<file path="config.mk">
export PLATFORM = sky130hd
export DESIGN_NAME = lq_order_unit
export DESIGN_NICKNAME = d
export VERILOG_FILES = /design/src/rtl/lq_pkg.sv /design/src/rtl/lq_lead_count.sv /design/src/rtl/lq_store_track.sv /design/src/rtl/lq_order_unit.sv
export SDC_FILE = /design/constraint.sdc
export NUM_CORES = 1
export LEC_CHECK = 0
export BUFFER_PORTS_ARGS = -buffer_cell sky130_fd_sc_hd__buf_2
export CORE_UTILIZATION = 45
export DETAILED_ROUTE_END_ITERATION = 6
export HOLD_SLACK_MARGIN = 0.02
export REMOVE_ABC_BUFFERS = 1
export SYNTH_ARGS = -nofsm -noshare
export SYNTH_HDL_FRONTEND = slang
export SYNTH_SLANG_ARGS = --single-unit
</file>
<file path="constraint.sdc">
create_clock -name clk -period 10.7 [get_ports clk]
set_input_delay 0.535 -clock clk [delete_from_list [all_inputs] [get_ports clk]]
set_output_delay 0.535 -clock clk [all_outputs]
set_load 0.02 [all_outputs]
</file>
<file path="src/rtl/lq_pkg.sv">
// Shared constants and helpers for the load-queue ordering block.
package lq_pkg;

    // Default address granularity of the ordering check: 256-byte blocks.
    localparam int unsigned LQ_BLK_SHIFT_DEF = 8;

    // Larger of two unsigned values, used for width derivation.
    function automatic int unsigned lq_umax(input int unsigned a, input int unsigned b);
        return (a > b) ? a : b;
    endfunction

endpackage

</file>
<file path="src/rtl/lq_lead_count.sv">
// Counts the unbroken run of ones starting at bit 0 of a vector.
// Used for commit runs, squash runs and (on an inverted vector) to find
// the position of the oldest match. Purely combinational.
module lq_lead_count #(
    parameter int unsigned N  = 8,
    localparam int unsigned CW = $clog2(N + 1)
) (
    input  logic [N-1:0]  vec,
    output logic [CW-1:0] cnt
);

    // Walk from bit 0 and stop counting at the first zero.
    always_comb begin
        logic run;
        run = 1'b1;
        cnt = '0;
        for (int k = 0; k < N; k++) begin
            if (run && vec[k]) begin
                cnt = cnt + 1'b1;
            end else begin
                run = 1'b0;
            end
        end
    end

endmodule

</file>
<file path="src/rtl/lq_store_track.sv">
// Tail pointer and occupancy of the companion store queue.
// Assumes DEPTH is a power of two; one slot stays reserved, so at most
// DEPTH-1 stores are held. A release with nothing held is ignored.
module lq_store_track #(
    parameter int unsigned DEPTH = 8,
    localparam int unsigned IW = $clog2(DEPTH),
    localparam int unsigned CW = $clog2(DEPTH + 1)
) (
    input  logic          clk,
    input  logic          rst_n,
    input  logic          ins_req,
    input  logic          rel_req,
    output logic          ins_ok,
    output logic [IW-1:0] tail,
    output logic [CW-1:0] count
);

    logic ins_go;
    logic rel_go;

    assign ins_ok = (count < CW'(DEPTH - 1));
    assign ins_go = ins_req && ins_ok;
    assign rel_go = rel_req && (count != '0);

    // Advance the tail on insert and keep the occupancy count.
    always_ff @(posedge clk) begin
        if (!rst_n) begin
            tail  <= '0;
            count <= '0;
        end else begin
            if (ins_go) begin
                tail <= tail + 1'b1;
            end
            count <= count + CW'(ins_go) - CW'(rel_go);
        end
    end

endmodule

</file>
<file path="src/rtl/lq_order_unit.sv">
// Circular load queue with a single-cycle store-to-load ordering check.
// Assumes LQ_DEPTH and SQ_DEPTH are powers of two, BLK_SHIFT < ADDR_W,
// sequence numbers rise monotonically without wrap, and a store's
// recorded load position is never behind the load tail (a squash that
// reaches past it also removes the store). One slot is kept free.
module lq_order_unit
    import lq_pkg::*;
#(
    parameter int unsigned LQ_DEPTH  = 8,
    parameter int unsigned SQ_DEPTH  = 8,
    parameter int unsigned ADDR_W    = 16,
    parameter int unsigned SEQ_W     = 8,
    parameter int unsigned BLK_SHIFT = LQ_BLK_SHIFT_DEF,
    localparam int unsigned LQ_IDX_W = $clog2(LQ_DEPTH),
    localparam int unsigned SQ_IDX_W = $clog2(SQ_DEPTH),
    localparam int unsigned LQ_CNT_W = $clog2(LQ_DEPTH + 1),
    localparam int unsigned SQ_CNT_W = $clog2(SQ_DEPTH + 1),
    localparam int unsigned FREE_W   = $clog2(lq_umax(LQ_DEPTH, SQ_DEPTH) + 1)
) (
    input  logic                clk,
    input  logic                rst_n,
    input  logic                ld_ins_valid,
    input  logic [SEQ_W-1:0]    ld_ins_seq,
    output logic                ld_ins_ok,
    output logic [LQ_IDX_W-1:0] ld_ins_lq_idx,
    output logic [SQ_IDX_W-1:0] ld_ins_sq_idx,
    output logic                ld_ins_sq_none,
    input  logic                st_ins_valid,
    output logic                st_ins_ok,
    output logic [SQ_IDX_W-1:0] st_ins_sq_idx,
    output logic [LQ_IDX_W-1:0] st_ins_lq_idx,
    input  logic                st_release,
    input  logic                ld_exec_valid,
    input  logic [LQ_IDX_W-1:0] ld_exec_idx,
    input  logic [ADDR_W-1:0]   ld_exec_addr,
    input  logic                st_exec_valid,
    input  logic [LQ_IDX_W-1:0] st_exec_lq_idx,
    input  logic [ADDR_W-1:0]   st_exec_addr,
    output logic                st_exec_fault,
    input  logic                viol_read,
    output logic                viol_valid,
    output logic [LQ_IDX_W-1:0] viol_lq_idx,
    output logic [SEQ_W-1:0]    viol_seq,
    input  logic                commit_valid,
    input  logic [SEQ_W-1:0]    commit_seq,
    input  logic                squash_valid,
    input  logic [SEQ_W-1:0]    squash_seq,
    input  logic                stall_set,
    input  logic [LQ_IDX_W-1:0] stall_lq_idx,
    output logic                stalled,
    input  logic                blk_set,
    input  logic [SEQ_W-1:0]    blk_seq,
    output logic                blocked,
    output logic [LQ_CNT_W-1:0] ld_count,
    output logic [SQ_CNT_W-1:0] st_count,
    output logic [FREE_W-1:0]   free_entries
);

    // ---------------- load-queue state ----------------
    logic [LQ_IDX_W-1:0]              head_q;
    logic [LQ_IDX_W-1:0]              tail_q;
    logic [LQ_CNT_W-1:0]              cnt_q;
    logic [LQ_DEPTH-1:0]              live_q;
    logic [LQ_DEPTH-1:0]              known_q;
    logic [LQ_DEPTH-1:0][ADDR_W-1:0]  addr_q;
    logic [LQ_DEPTH-1:0][SEQ_W-1:0]   seq_q;

    logic                viol_valid_q;
    logic [LQ_IDX_W-1:0] viol_idx_q;
    logic [SEQ_W-1:0]    viol_seq_q;

    logic                stalled_q;
    logic [LQ_IDX_W-1:0] stall_idx_q;
    logic                blocked_q;
    logic [SEQ_W-1:0]    blk_seq_q;

    // ---------------- store-queue tracking ----------------
    logic [SQ_IDX_W-1:0] sq_tail;
    logic [SQ_CNT_W-1:0] sq_cnt;

    lq_store_track #(
        .DEPTH (SQ_DEPTH)
    ) u_sq (
        .clk     (clk),
        .rst_n   (rst_n),
        .ins_req (st_ins_valid),
        .rel_req (st_release),
        .ins_ok  (st_ins_ok),
        .tail    (sq_tail),
        .count   (sq_cnt)
    );

    // ---------------- insert positions ----------------
    logic ins_go;

    assign ld_ins_ok      = (cnt_q < LQ_CNT_W'(LQ_DEPTH - 1)) && !squash_valid;
    assign ins_go         = ld_ins_valid && ld_ins_ok;
    assign ld_ins_lq_idx  = tail_q;
    assign ld_ins_sq_idx  = sq_tail;
    assign ld_ins_sq_none = (sq_cnt == '0);
    assign st_ins_sq_idx  = sq_tail;
    assign st_ins_lq_idx  = tail_q;

    // ---------------- commit run from the head ----------------
    logic [LQ_DEPTH-1:0] cm_vec;
    logic [LQ_CNT_W-1:0] cm_n;

    // Mark head-relative entries that are old enough to retire.
    always_comb begin
        for (int k = 0; k < LQ_DEPTH; k++) begin
            cm_vec[k] = commit_valid && (LQ_CNT_W'(k) < cnt_q) &&
                        (seq_q[head_q + LQ_IDX_W'(k)] <= commit_seq);
        end
    end

    lq_lead_count #(
        .N (LQ_DEPTH)
    ) u_cm_run (
        .vec (cm_vec),
        .cnt (cm_n)
    );

    // ---------------- squash run from the tail ----------------
    logic [LQ_DEPTH-1:0] sq_vec;
    logic [LQ_CNT_W-1:0] sq_n;

    // Mark tail-relative entries younger than the squash boundary.
    always_comb begin
        for (int k = 0; k < LQ_DEPTH; k++) begin
            sq_vec[k] = squash_valid && (LQ_CNT_W'(k) < cnt_q) &&
                        (seq_q[tail_q - LQ_IDX_W'(k + 1)] > squash_seq);
        end
    end

    lq_lead_count #(
        .N (LQ_DEPTH)
    ) u_sq_run (
        .vec (sq_vec),
        .cnt (sq_n)
    );

    // ---------------- ordering scan ----------------
    logic [LQ_IDX_W-1:0] scan_span;
    logic [LQ_DEPTH-1:0] hit_vec;
    logic [LQ_CNT_W-1:0] first_pos;
    logic                scan_hit;
    logic [LQ_IDX_W-1:0] viol_slot;

    assign scan_span = tail_q - st_exec_lq_idx;

    // Compare every younger, executed load against the store's block.
    always_comb begin
        for (int k = 0; k < LQ_DEPTH; k++) begin
            hit_vec[k] = (LQ_IDX_W'(k) < scan_span) &&
                         live_q[st_exec_lq_idx + LQ_IDX_W'(k)] &&
                         known_q[st_exec_lq_idx + LQ_IDX_W'(k)] &&
                         ((addr_q[st_exec_lq_idx + LQ_IDX_W'(k)] >> BLK_SHIFT) ==
                          (st_exec_addr >> BLK_SHIFT));
        end
    end

    lq_lead_count #(
        .N (LQ_DEPTH)
    ) u_first (
        .vec (~hit_vec),
        .cnt (first_pos)
    );

    assign scan_hit      = |hit_vec;
    assign viol_slot     = st_exec_lq_idx + LQ_IDX_W'(first_pos);
    assign st_exec_fault = st_exec_valid && !viol_valid_q && scan_hit;

    // ---------------- queue update ----------------
    // Apply squash, or else commit and insert, plus address capture.
    always_ff @(posedge clk) begin
        if (!rst_n) begin
            head_q  <= '0;
            tail_q  <= '0;
            cnt_q   <= '0;
            live_q  <= '0;
            known_q <= '0;
            addr_q  <= '0;
            seq_q   <= '0;
        end else begin
            if (squash_valid) begin
                for (int k = 0; k < LQ_DEPTH; k++) begin
                    if (LQ_CNT_W'(k) < sq_n) begin
                        live_q[tail_q - LQ_IDX_W'(k + 1)] <= 1'b0;
                    end
                end
                tail_q <= tail_q - LQ_IDX_W'(sq_n);
                cnt_q  <= cnt_q - sq_n;
            end else begin
                for (int k = 0; k < LQ_DEPTH; k++) begin
                    if (LQ_CNT_W'(k) < cm_n) begin
                        live_q[head_q + LQ_IDX_W'(k)] <= 1'b0;
                    end
                end
                head_q <= head_q + LQ_IDX_W'(cm_n);
                if (ins_go) begin
                    live_q[tail_q]  <= 1'b1;
                    known_q[tail_q] <= 1'b0;
                    seq_q[tail_q]   <= ld_ins_seq;
                    tail_q          <= tail_q + 1'b1;
                end
                cnt_q <= cnt_q - cm_n + LQ_CNT_W'(ins_go);
            end
            if (ld_exec_valid && live_q[ld_exec_idx]) begin
                known_q[ld_exec_idx] <= 1'b1;
                addr_q[ld_exec_idx]  <= ld_exec_addr;
            end
        end
    end

    // ---------------- violator register ----------------
    // Latch the oldest match once; a read hands it over and clears it.
    always_ff @(posedge clk) begin
        if (!rst_n) begin
            viol_valid_q <= 1'b0;
            viol_idx_q   <= '0;
            viol_seq_q   <= '0;
        end else if (viol_valid_q) begin
            if (viol_read) begin
                viol_valid_q <= 1'b0;
            end
        end else if (st_exec_valid) begin
            viol_valid_q <= scan_hit;
            viol_idx_q   <= viol_slot;
            viol_seq_q   <= seq_q[viol_slot];
        end
    end

    // ---------------- stall and blocked records ----------------
    logic [LQ_IDX_W-1:0] stall_back;
    logic                stall_gone;

    assign stall_back = tail_q - LQ_IDX_W'(1) - stall_idx_q;
    assign stall_gone = (LQ_CNT_W'(stall_back) < sq_n);

    // Set the stall record, or drop it when its load is squashed.
    always_ff @(posedge clk) begin
        if (!rst_n) begin
            stalled_q   <= 1'b0;
            stall_idx_q <= '0;
        end else if (stall_set) begin
            stalled_q   <= 1'b1;
            stall_idx_q <= stall_lq_idx;
        end else if (squash_valid && stalled_q && stall_gone) begin
            stalled_q <= 1'b0;
        end
    end

    // Set the blocked record, or drop it on a squash older than it.
    always_ff @(posedge clk) begin
        if (!rst_n) begin
            blocked_q <= 1'b0;
            blk_seq_q <= '0;
        end else if (blk_set) begin
            blocked_q <= 1'b1;
            blk_seq_q <= blk_seq;
        end else if (squash_valid && blocked_q && (squash_seq < blk_seq_q)) begin
            blocked_q <= 1'b0;
        end
    end

    // ---------------- free entries and outputs ----------------
    logic [FREE_W-1:0] lq_free;
    logic [FREE_W-1:0] sq_free;

    assign lq_free      = FREE_W'(LQ_DEPTH) - FREE_W'(cnt_q);
    assign sq_free      = FREE_W'(SQ_DEPTH) - FREE_W'(sq_cnt);
    assign free_entries = ((lq_free < sq_free) ? lq_free : sq_free) - 1'b1;

    assign viol_valid  = viol_valid_q;
    assign viol_lq_idx = viol_idx_q;
    assign viol_seq    = viol_seq_q;
    assign stalled     = stalled_q;
    assign blocked     = blocked_q;
    assign ld_count    = cnt_q;
    assign st_count    = sq_cnt;

endmodule

</file>
==> summary.md <==
| Metric | Value |
|---|---|
| Pre-CTS setup slack | `between 1 and 1.5 ns` |
| Crit path top cell by count | `ha_1` |
| DR vias/cell | `6.410` |
| Via Count | `between 20,000 and 25,000` |
| #FFs+latches synth | `roughly 190` |
| Fmax | `between 100 and 150 MHz` |
| Metal-1 WL | `around 29,000 µm` |
| DPL Wire Length | `54,890 µm` |
| Tot Pwr | `about 3.0 mW` |
| CTS resizes | `0` |
| Die height | `between 200 and 250 µm` |
| Setup crit start kind | `register` |
| Routed len/inst | `22.89 µm` |
| Postcts setup bufs | `0` |
| Max stage delay cell, worst path | `dfxtp_4` |
| RSZ-0062 raised after global routing | `no` |
| Synth unique cells | `a little under 100` |
| Worst vdd ir | `0.0001219 V` |
| Period utilization | `between 90% and 100%` |
| Grt total ovfl | `0` |
| Core area | `~49,000 µm²` |
| CP max FO | `between 40 and 50` |
| Max-slew violation count | `0` |
| Final hold violation count | `0` |
| Initial Utilization | `between 40% and 50%` |
| Min cycle time layout | `around 9.7 ns` |
| Starting DRT DRC Count | `around 1,900` |
| Worst-Margin Slew | `around 1.2 ns` |
| CTS Hold Buffers Added | `0` |
| Async SR Flop Fraction | `0%` |
| Crit path buf inv count | `6` |
| Met3 wire len | `4860 µm` |
| Pre-antenna DRT Iters | `5` |
| Final WL | `71,610 µm` |
| Relative slew margins | `approximately 20%` |
| Clk_lat worst skew | `~0.5 ns` |
| Largest net degree at the start of global routing | `about 100` |
| # setup viols final | `0` |
| Post-synth EDFFs | `0` |
| Area delta synth->final | `7.034%` |
| Crit path kind | `register to register` |
| Critical Path RT | `between 10 and 15 ns` |
| Clock Tree Buf Depth | `2` |
| Share of cells above drive strength 1 | `between 20% and 30%` |
| Die area | `50,420 µm²` |
| Clk root buf | `clkbuf_16` |
| CTS Buf Count | `17` |
| IO Pins | `between 100 and 150` |
| Critical path arrival | `between 10 and 15 ns` |
| FP Rows | `81` |
| Mapped cell area | `22,290 µm²` |
| Worst Clk Skew | `between 0.01 and 0.015 ns` |
| Ys flop type | `dfxtp_1` |
| Final #Nets | `approximately 2,700` |
| Leak Pwr | `between 9 and 10 nW` |
| # H-tree levels | `4` |
| PortBufs | `between 100 and 150` |
| Die Wd | `~220 µm` |
| CP endpoint kind | `register` |
| Syn. warnings | `0` |
| Run status | `finished clean` |
| Vias in the first global route | `19,510` |
| Detail Route Antenna Nets | `0` |
| CTS tree | `done` |
| Synth Instances | `around 2,500` |
| Total clock sinks | `186` |
| Max cap viols | `0` |
| Initial antenna violation count | `3` |
| CP max stage delay | `roughly 0.75 ns` |
| Hold Crit Class | `input port to register` |
| DRC Markers | `0` |
| Setup ws final | `around 1.0 ns` |
| Clock Pin Slew Worst Setup and Hold Paths | `0.08 ns` |
| Top Metal Used | `met5` |
| CP delay by family, top | `simple AND/OR/NAND/NOR gates` |
| Overall routing resource usage | `28.55%` |
| Power per cell area | `around 120 nW/µm²` |
| Routability cong. | `0.9532` |
| Post-Syn Area per Cell | `roughly 9 µm²` |
| Wire length on met2 | `about 35,000 µm` |
| Sequential fraction of the synthesis area | `between 15 and 20%` |
| Global-route wire length before repair | `around 110,000 µm` |
-- through the flow --
step	cells	area, µm²	hold slack, ns	setup TNS, ns	utilization (%)
4_1_cts	3128	23850	0.2497	0	48.83
2_1_floorplan	2281	21520	0.4364	-14.97	-
3_5_place_dp	3097	23250	0.4546	0	47.61
6_report	3129	23850	0.2680	0	48.83
3_3_place_gp	3097	23250	0.4440	0	47.61
5_1_grt	3128	23850	0.2811	0	48.83
-- report_power, final --
part / leakage, nW / total (mW) / switching (mW) / internal, mW
Sequential: 1.51 / 0.799 / 0.0737 / 0.725
Combinational: 8.01 / 1.48 / 0.900 / 0.583
Clock: 0.293 / 0.682 / 0.321 / 0.361
-- state kept, by name, indices dropped and copies added (netlist names), 3 cells and up --
| name | flops |
|---|---|
| u_sq.tail | 3 |
| blk_seq_q | 8 |
| head_q | 3 |
| viol_seq | 8 |
| stall_idx_q | 3 |
| seq_q | 64 |
| known_q | 8 |
| ld_count | 4 |
| addr_q | 64 |
| u_sq.count | 4 |
| ld_ins_lq_idx | 3 |
| viol_lq_idx | 3 |
| live_q | 8 |
-- cell usage after synthesis, types with 28 or more instances --
cell	count	area [µm²]
mux4_2	218	4910
dfxtp_1	186	3724
nand2_1	374	1404
inv_1	78	292.8
xor2_1	44	385.4
o21ai_0	65	325.3
clkbuf_1	107	401.6
nor3_1	28	140.1
ha_1	196	2452
buf_1	35	131.4
nand4_1	36	225.2
a21oi_1	142	710.7
nor2_1	195	732.0
nand3_1	65	325.3
mux2i_1	191	1912
mux2_2	61	686.9
xnor2_1	55	481.7
-- worst paths after layout --
| kind | start | end | slack (ns) | cells past startpoint |
|---|---|---|---|---|
| max | head_q[0] | live_q[4] | 1.04 | 33 |
| min | blk_seq[3] | blk_seq_q[3] | 0.27 | 3 |
| min reg2reg | viol_lq_idx[0] | viol_lq_idx[0] | 0.47 | 2 |
| max reg2reg | head_q[0] | live_q[4] | 1.04 | 33 |
-- worst register-to-register path, delay by kind of cell, from the launching register on --
family                   cells  cell delay (ns)
AND/OR/NAND/NOR              8             2.43
AO/OA/AOI/OAI               10             2.21
adder cells (fa/ha/maj)      6             2.01
buffers and inverters        6             1.24
multiplexers                 3             0.95
flip-flops                   1             0.75
-- layer usage --
metal | up-vias | track usage [%]
li1 | 9117 | -
met1 | 9995 | 34.92
met2 | 789 | 48.94
met3 | 152 | 5.500
met4 | 4 | 12.16
met5 | - | 0
-- cell families after synthesis --
| logic type | after synthesis | synth area share (%) |
|---|---|---|
| AOI/OAI and AO/OA | 403 | 11.87 |
| xor gates and xnor gates | 104 | 4.306 |
| adders and majority gates | 206 | 11.81 |
| buffers and inverters | 264 | 4.890 |
| DFF | 186 | 16.71 |
| muxes | 472 | 33.80 |
| and+or+nand+nor | 825 | 16.61 |
-- cells in the final DEF, fill, tap and decap left out, types with 15 or more instances in the layout --
| cell | synthesis | routed |
|---|---|---|
| nand2_1 | 374 | 374 |
| mux4_2 | 218 | 218 |
| ha_1 | 196 | 196 |
| nor2_1 | 195 | 195 |
| mux2i_1 | 191 | 191 |
| dfxtp_1 | 186 | 182 |
| a21oi_1 | 142 | 142 |
| buf_2 | 16 | 109 |
| inv_1 | 78 | 78 |
| nand3_1 | 65 | 65 |
| o21ai_0 | 65 | 65 |
| mux2_2 | 61 | 61 |
| xnor2_1 | 55 | 53 |
| xor2_1 | 44 | 44 |
| buf_4 | 21 | 43 |
| nand4_1 | 36 | 36 |
| nor3_1 | 28 | 28 |
| o211ai_1 | 23 | 23 |
| nor2b_1 | 23 | 23 |
| a21o_1 | 20 | 20 |
| a211oi_1 | 17 | 17 |
| clkbuf_16 | 0 | 17 |
| and3_1 | 16 | 16 |
| nand2b_1 | 15 | 15 |
-- cell type report --
class	instances	area (µm²)
fill	4653	25000
clock buffer	21	460.4
tap	664	830.8
multi-input combinational	2010	17500
antenna	1	2.502
clock inverter	10	136.4
sequential	186	3734
timing repair buffer	152	868.3
inverter	85	324.1
Note: power is estimated with default switching activity, not from simulation.
